--- config.mk ---
export PLATFORM = sky130hd
export DESIGN_NAME = rgb_timing_gen
export DESIGN_NICKNAME = d
export VERILOG_FILES = /design/src/rtl/rtg_pkg.sv /design/src/rtl/rtg_ctrl.sv /design/src/rtl/rtg_count.sv /design/src/rtl/rtg_decode.sv /design/src/rtl/rgb_timing_gen.sv
export SDC_FILE = /design/constraint.sdc
export NUM_CORES = 1
export LEC_CHECK = 0
export BUFFER_PORTS_ARGS = -buffer_cell sky130_fd_sc_hd__buf_2
export CORE_AREA = 2 2 98 100
export DETAILED_ROUTE_END_ITERATION = 16
export DIE_AREA = 0 0 100 102
export PLACE_DENSITY = 0.82
export SYNTH_ARGS = -nofsm -noshare
export SYNTH_HDL_FRONTEND = slang
export SYNTH_SLANG_ARGS = --single-unit
--- constraint.sdc ---
create_clock -name clk -period 3.7 [get_ports clk]
set_clock_uncertainty 0.05 [all_clocks]
set_input_delay 0.74 -clock clk [delete_from_list [all_inputs] [get_ports clk]]
set_output_delay 0.74 -clock clk [all_outputs]
set_load 0.005 [all_outputs]
--- src/rtl/rtg_pkg.sv ---
package rtg_pkg;
  // per-cycle step commands from the controller to the counters
  typedef struct packed {
    logic run;       // raster is enabled
    logic lineEnd;   // column counter is at its last value
    logic frameEnd;  // last column of the last line
  } rtg_step_t;
endpackage

--- src/rtl/rtg_ctrl.sv ---
module rtg_ctrl
  import rtg_pkg::*;
#(
  parameter int TW = 12
) (
  input  logic          enable,
  input  logic [TW-1:0] hCnt,
  input  logic [TW-1:0] vCnt,
  input  logic [TW-1:0] hTotal,
  input  logic [TW-1:0] vTotal,
  output rtg_step_t     step
);
  logic hLast;
  logic vLast;

  // a ">=" compare keeps the counters bounded if a limit shrinks mid-frame
  assign hLast = (hCnt >= hTotal);
  assign vLast = (vCnt >= vTotal);

  always_comb begin
    step.run      = enable;
    step.lineEnd  = enable & hLast;
    step.frameEnd = enable & hLast & vLast;
  end
endmodule

--- src/rtl/rtg_count.sv ---
module rtg_count
  import rtg_pkg::*;
#(
  parameter int TW = 12
) (
  input  logic          clk,
  input  logic          rst_n,
  input  rtg_step_t     step,
  input  logic [TW-1:0] hTotal,
  output logic [TW-1:0] hCnt,
  output logic [TW-1:0] vCnt
);
  localparam logic [TW-1:0] ONE = TW'(1);

  always_ff @(posedge clk or negedge rst_n) begin
    if (!rst_n) begin
      hCnt <= '0;
      vCnt <= '0;
    end else if (!step.run) begin
      hCnt <= '0;
      vCnt <= '0;
    end else if (step.lineEnd) begin
      hCnt <= '0;
      vCnt <= step.frameEnd ? '0 : vCnt + ONE;
    end else begin
      hCnt <= hCnt + ONE;
    end
  end


  idle_zero_chk: assert property (@(posedge clk) disable iff (!rst_n)
    !step.run |=> (hCnt == '0 && vCnt == '0));


  hwrap_chk: assert property (@(posedge clk) disable iff (!rst_n)
    (step.run && hCnt >= hTotal) |=> (hCnt == '0));


  vhold_chk: assert property (@(posedge clk) disable iff (!rst_n)
    (step.run && hCnt < hTotal) |=> $stable(vCnt));
endmodule

--- src/rtl/rtg_decode.sv ---
module rtg_decode #(
  parameter int TW = 12,
  parameter int CW = 24
) (
  input  logic          clk,
  input  logic          rst_n,
  input  logic          run,
  input  logic [TW-1:0] hCnt,
  input  logic [TW-1:0] vCnt,
  input  logic [TW-1:0] hSyncEnd,
  input  logic [TW-1:0] hBpEnd,
  input  logic [TW-1:0] hActEnd,
  input  logic [TW-1:0] vSyncEnd,
  input  logic [TW-1:0] vBpEnd,
  input  logic [TW-1:0] vActEnd,
  input  logic          hsPolHigh,
  input  logic          vsPolHigh,
  input  logic          dePolHigh,
  input  logic [CW-1:0] bgRgb,
  output logic          hsync,
  output logic          vsync,
  output logic          de,
  output logic [TW-1:0] xPos,
  output logic [TW-1:0] yPos,
  output logic [CW-1:0] pixRgb,
  output logic          vBlank,
  output logic          vBlankRise
);
  localparam logic [TW-1:0] ONE = TW'(1);

  logic hsAct, vsAct, hVis, vVis, deAct, vBlankQ;

  assign hsAct = run && (hCnt <= hSyncEnd);
  assign vsAct = run && (vCnt <= vSyncEnd);
  assign hVis  = (hCnt > hBpEnd) && (hCnt <= hActEnd);
  assign vVis  = (vCnt > vBpEnd) && (vCnt <= vActEnd);
  assign deAct = run && hVis && vVis;

  // polarity: active level equals the select bit
  assign hsync = hsPolHigh ? hsAct : ~hsAct;
  assign vsync = vsPolHigh ? vsAct : ~vsAct;
  assign de    = dePolHigh ? deAct : ~deAct;

  assign xPos   = deAct ? (hCnt - hBpEnd - ONE) : '0;
  assign yPos   = deAct ? (vCnt - vBpEnd - ONE) : '0;
  assign pixRgb = deAct ? bgRgb : '0;

  assign vBlank = ~(run && vVis);

  always_ff @(posedge clk or negedge rst_n) begin
    if (!rst_n) vBlankQ <= 1'b1;
    else        vBlankQ <= vBlank;
  end

  assign vBlankRise = vBlank & ~vBlankQ;


  sync_idle_chk: assert property (@(posedge clk) disable iff (!rst_n)
    !run |-> (hsync == ~hsPolHigh && vsync == ~vsPolHigh && de == ~dePolHigh));


  coord_idle_chk: assert property (@(posedge clk) disable iff (!rst_n)
    (de != dePolHigh) |-> (xPos == '0 && yPos == '0));


  rgb_black_chk: assert property (@(posedge clk) disable iff (!rst_n)
    (de != dePolHigh) |-> (pixRgb == '0));


  rise_pulse_chk: assert property (@(posedge clk) disable iff (!rst_n)
    vBlankRise |=> !vBlankRise);


  de_in_rows_chk: assert property (@(posedge clk) disable iff (!rst_n)
    (de == dePolHigh) |-> !vBlank);
endmodule

--- src/rtl/rgb_timing_gen.sv ---
module rgb_timing_gen
  import rtg_pkg::*;
#(
  parameter int TW = 12,
  parameter int CW = 24
) (
  input  logic          clk,
  input  logic          rst_n,
  input  logic          enable,
  input  logic [TW-1:0] hSyncEnd,
  input  logic [TW-1:0] hBpEnd,
  input  logic [TW-1:0] hActEnd,
  input  logic [TW-1:0] hTotal,
  input  logic [TW-1:0] vSyncEnd,
  input  logic [TW-1:0] vBpEnd,
  input  logic [TW-1:0] vActEnd,
  input  logic [TW-1:0] vTotal,
  input  logic          hsPolHigh,
  input  logic          vsPolHigh,
  input  logic          dePolHigh,
  input  logic          clkPolRise,
  input  logic [CW-1:0] bgRgb,
  output logic          hsync,
  output logic          vsync,
  output logic          de,
  output logic [TW-1:0] xPos,
  output logic [TW-1:0] yPos,
  output logic [CW-1:0] pixRgb,
  output logic          vBlank,
  output logic          vBlankRise,
  output logic          pixClkOut
);
  rtg_step_t     step;
  logic [TW-1:0] hCnt;
  logic [TW-1:0] vCnt;

  rtg_ctrl #(.TW(TW)) u_ctrl (
    .enable (enable),
    .hCnt   (hCnt),
    .vCnt   (vCnt),
    .hTotal (hTotal),
    .vTotal (vTotal),
    .step   (step)
  );

  rtg_count #(.TW(TW)) u_count (
    .clk    (clk),
    .rst_n  (rst_n),
    .step   (step),
    .hTotal (hTotal),
    .hCnt   (hCnt),
    .vCnt   (vCnt)
  );

  rtg_decode #(.TW(TW), .CW(CW)) u_decode (
    .clk        (clk),
    .rst_n      (rst_n),
    .run        (step.run),
    .hCnt       (hCnt),
    .vCnt       (vCnt),
    .hSyncEnd   (hSyncEnd),
    .hBpEnd     (hBpEnd),
    .hActEnd    (hActEnd),
    .vSyncEnd   (vSyncEnd),
    .vBpEnd     (vBpEnd),
    .vActEnd    (vActEnd),
    .hsPolHigh  (hsPolHigh),
    .vsPolHigh  (vsPolHigh),
    .dePolHigh  (dePolHigh),
    .bgRgb      (bgRgb),
    .hsync      (hsync),
    .vsync      (vsync),
    .de         (de),
    .xPos       (xPos),
    .yPos       (yPos),
    .pixRgb     (pixRgb),
    .vBlank     (vBlank),
    .vBlankRise (vBlankRise)
  );

  // output edge select
  assign pixClkOut = clkPolRise ? clk : ~clk;
endmodule

==> out/metrics.yaml <==
sta:
  rsz0062_at_grt: "yes"
  hold_violations: 0
  drv_slew: 0
  setup_violations: 0
  fin_tns_setup_ns: 0
  post-route-period-util: 0.9739
  worst_hold_slack_ns: 0.2779
  slew_headroom: 0.5011
  worst_pin_slew_ns: 0.7484
  worst_slack_ns: 0.09652
  period_minus_slack_ns: 3.603
  timing.fmax_mhz: 277.5
setup_path:
  cp-startpoint: "hActEnd[1]"
  crit_end: "xPos[0]"
  ff2ff_setup_slack_ns: 0.99
  cp_max_fo: 6
  required_ns: 2.91
  crit_type: "in2out"
  cp-start-kind: "input port"
  r2r_start: "u_count.vCnt[0]"
  crit_slowest_cell: "or3_1"
  reg2reg_depth: 8
  end_kind: "primary output"
  worstPathCellList: "buf_2, inv_1, ha_1, nor2b_1, o211ai_1, a21oi_1, or3_1, a31oi_4, and3_2, and2_1, buf_2"
  crit_top_cell: "buf_2"
  reg2reg_to: "u_count.vCnt[3]"
  cpPeakStageDelay_ns: 0.40
  cp.arrival_ns: 2.81
route:
  routedWlPerCell_um: 15.54
  drtIter0Drc: 295
  via_count: 5017
  drcViolationCount: 0
  post_drt_via_cell_ratio: 5.612
  drt.antenna.violating_nets: 0
  wl_um: 13900
  drt_pass1_iterations: 5
global_routing:
  grt_pass1_wl_um: 21050
  overflow: 0
  grt.total_usage: 0.2568
  antenna_found_initial: 0
  grt_pass1_vias: 4706
  grt_max_degree: 26
worst_hold_path:
  hp-class: "in2async"
synth:
  synthXorXnorAreaFrac: 0.06120
  synthFlopType: "dfrtp_1"
  synth_simple_gate_area_frac: 0.1934
  synth_compound_area_frac: 0.2036
  synthMuxAreaShare: 0.01311
  synth_area_leaders: "ha_1 27%, dfrtp_1 13%, inv_1 9.1%, and2_1 6.6%, a21o_1 4.6%"
  synth_cell_types: 48
  syn-num-nets: 816
  syn_avg_cell_area_um2: 7.801
  synth_top_cell_by_area: "ha_1"
  async_reset_ff_frac: 1.000
  synth_adder_area_share: 0.2820
  syn_area_mm2: 0.004579
  ys_warn_count: 0
  yosysSeqAreaShare: 0.1369
  netlist_instances: 587
  synth.ff_latch_count: 25
  synth_top_family_by_area: "adder cells"
  synth_enable_flop_cells: 0
  yosysTopAreaCellShare: 0.2732
floorplanning:
  core_area_mm2: 0.009109
  dieHeight_um: 102
  die_w_um: 100
  dieArea_mm2: 0.01020
  boundaryPins: 181
  initial_utilization: 0.5027
  rows: 35
placed_design:
  finalWeightedCongestion: 0.8785
  post-place-ws_ns: -0.07174
  io_buffer_count: 180
  hpwl_um: 10880
  dp.cells: 879
power:
  ir_drop_mv: 0.2144
  total_power_mw: 0.8193
  p_leak_nw: 3.636
  cellPowerDensity_mw_per_mm2: 140.0
outcome:
  status: "completed"
cells_and_area:
  drive_above_1_share: 0.2937
  num_antenna_cells: 0
  final_nets: 1013
  stdcell_count: 894
  layout_commonest_cell: "buf_2"
  area_delta_synth_final_pct: 27.81
  layout_common_cells: "180 x buf_2, 110 x inv_1, 99 x ha_1, 48 x and2_1, 35 x a21oi_1"
flow_run:
  max_cap_violations: 0
cts:
  insertion_delay_ns: 0.39
  cts_tree: "done"
  clk_pin_slew_worst_paths_ns: 0.09
  cts_hold_buf: 0
-- cell families after synthesis --
kind of cell,Yosys count
XOR/XNOR,32
flip-flops,25
AND/OR/NAND/NOR,160
AO/OA/AOI/OAI,139
buffers and inverters,123
adder cells (fa/ha/maj),102
multiplexers,6
-- sequential cells by signal, summed over array words and instances (netlist names) --
| name | flops |
|---|---|
| u_count.hCnt | 12 |
| u_decode.vBlankQ | 1 |
| u_count.vCnt | 12 |
-- critical path: cells and delay by family --
kind | cells | cell delay [ns]
AND/OR/NAND/NOR | 4 | 1.00
AO/OA/AOI/OAI | 3 | 0.54
adder cells (fa/ha/maj) | 1 | 0.31
buffers and inverters | 3 | 0.23
-- power by group --
group | leakage [nW] | internal, mW | switching, mW
clock | 0.0530 | 0.160 | 0.115
combinational | 3.25 | 0.127 | 0.138
sequential | 0.335 | 0.276 | 0.00477
-- layer usage --
metal	vias up	share of wire	GRT usage	routed length, µm
met1	2311	0.40	0.2953	5595
met5	-	0	0	0
li1	2435	-	-	-
met4	0	0.023	0.08746	314
met2	235	0.51	0.4948	7096
met3	36	0.064	0.02736	892
-- metrics by stage --
step,util,area [µm²]
5_1_grt,0.6426,5853
3_3_place_gp,0.6181,5630
4_1_cts,0.6317,5754
6_report,0.6426,5853
3_5_place_dp,0.6181,5630
2_1_floorplan,-,4579
-- cell usage after synthesis, types with 3 or more instances --
library cell,instances
a21oi_2,3
and2_1,48
a21o_1,28
xor2_1,16
a211oi_2,3
clkbuf_2,3
o211ai_1,7
ha_1,100
a31oi_1,12
nand2_1,11
dfrtp_1,24
nand4_1,22
nand2b_1,4
inv_1,111
o31ai_1,4
o21bai_1,4
and3_1,10
nor2_1,29
nor3_1,3
nand3_1,17
o21a_1,5
a211oi_1,3
buf_2,3
a21oi_1,37
nor2b_1,9
o21ai_0,20
buf_6,3
xnor2_1,16
mux2i_1,6
-- repair_timing --
| item | in CTS | in global routing |
|---|---|---|
| buffers inserted | 1 | 3 |
| resized for setup | 3 | 17 |
| pin swaps | 2 | 3 |
| endpoints found under the setup margin | 49 | 49 |
| cloned | 2 | 2 |
| hold endpoints to repair | 0 | 0 |
-- worst min-delay path by stage --
| stage | from | end |
|---|---|---|
| 2_1_floorplan | rst_n | u_count.hCnt[0] |
| 3_3_place_gp | u_count.hCnt[0] | u_count.hCnt[0] |
| 3_5_place_dp | u_count.hCnt[0] | u_count.hCnt[0] |
| 4_1_cts | rst_n | u_count.vCnt[0] |
| 5_1_grt | rst_n | u_count.vCnt[0] |
| 6_report | rst_n | u_count.vCnt[0] |
-- area by class of cell --
type	instances	area, µm²
multi-input cells	443	3548
fillers	782	3256
repair buffers	196	1023
flip-flops and latches	25	633.1
inverters	111	416.7
well taps	111	138.9
clock buffers	7	87.58
clock inverters	1	5.005
(Power assumes the default switching activity.)
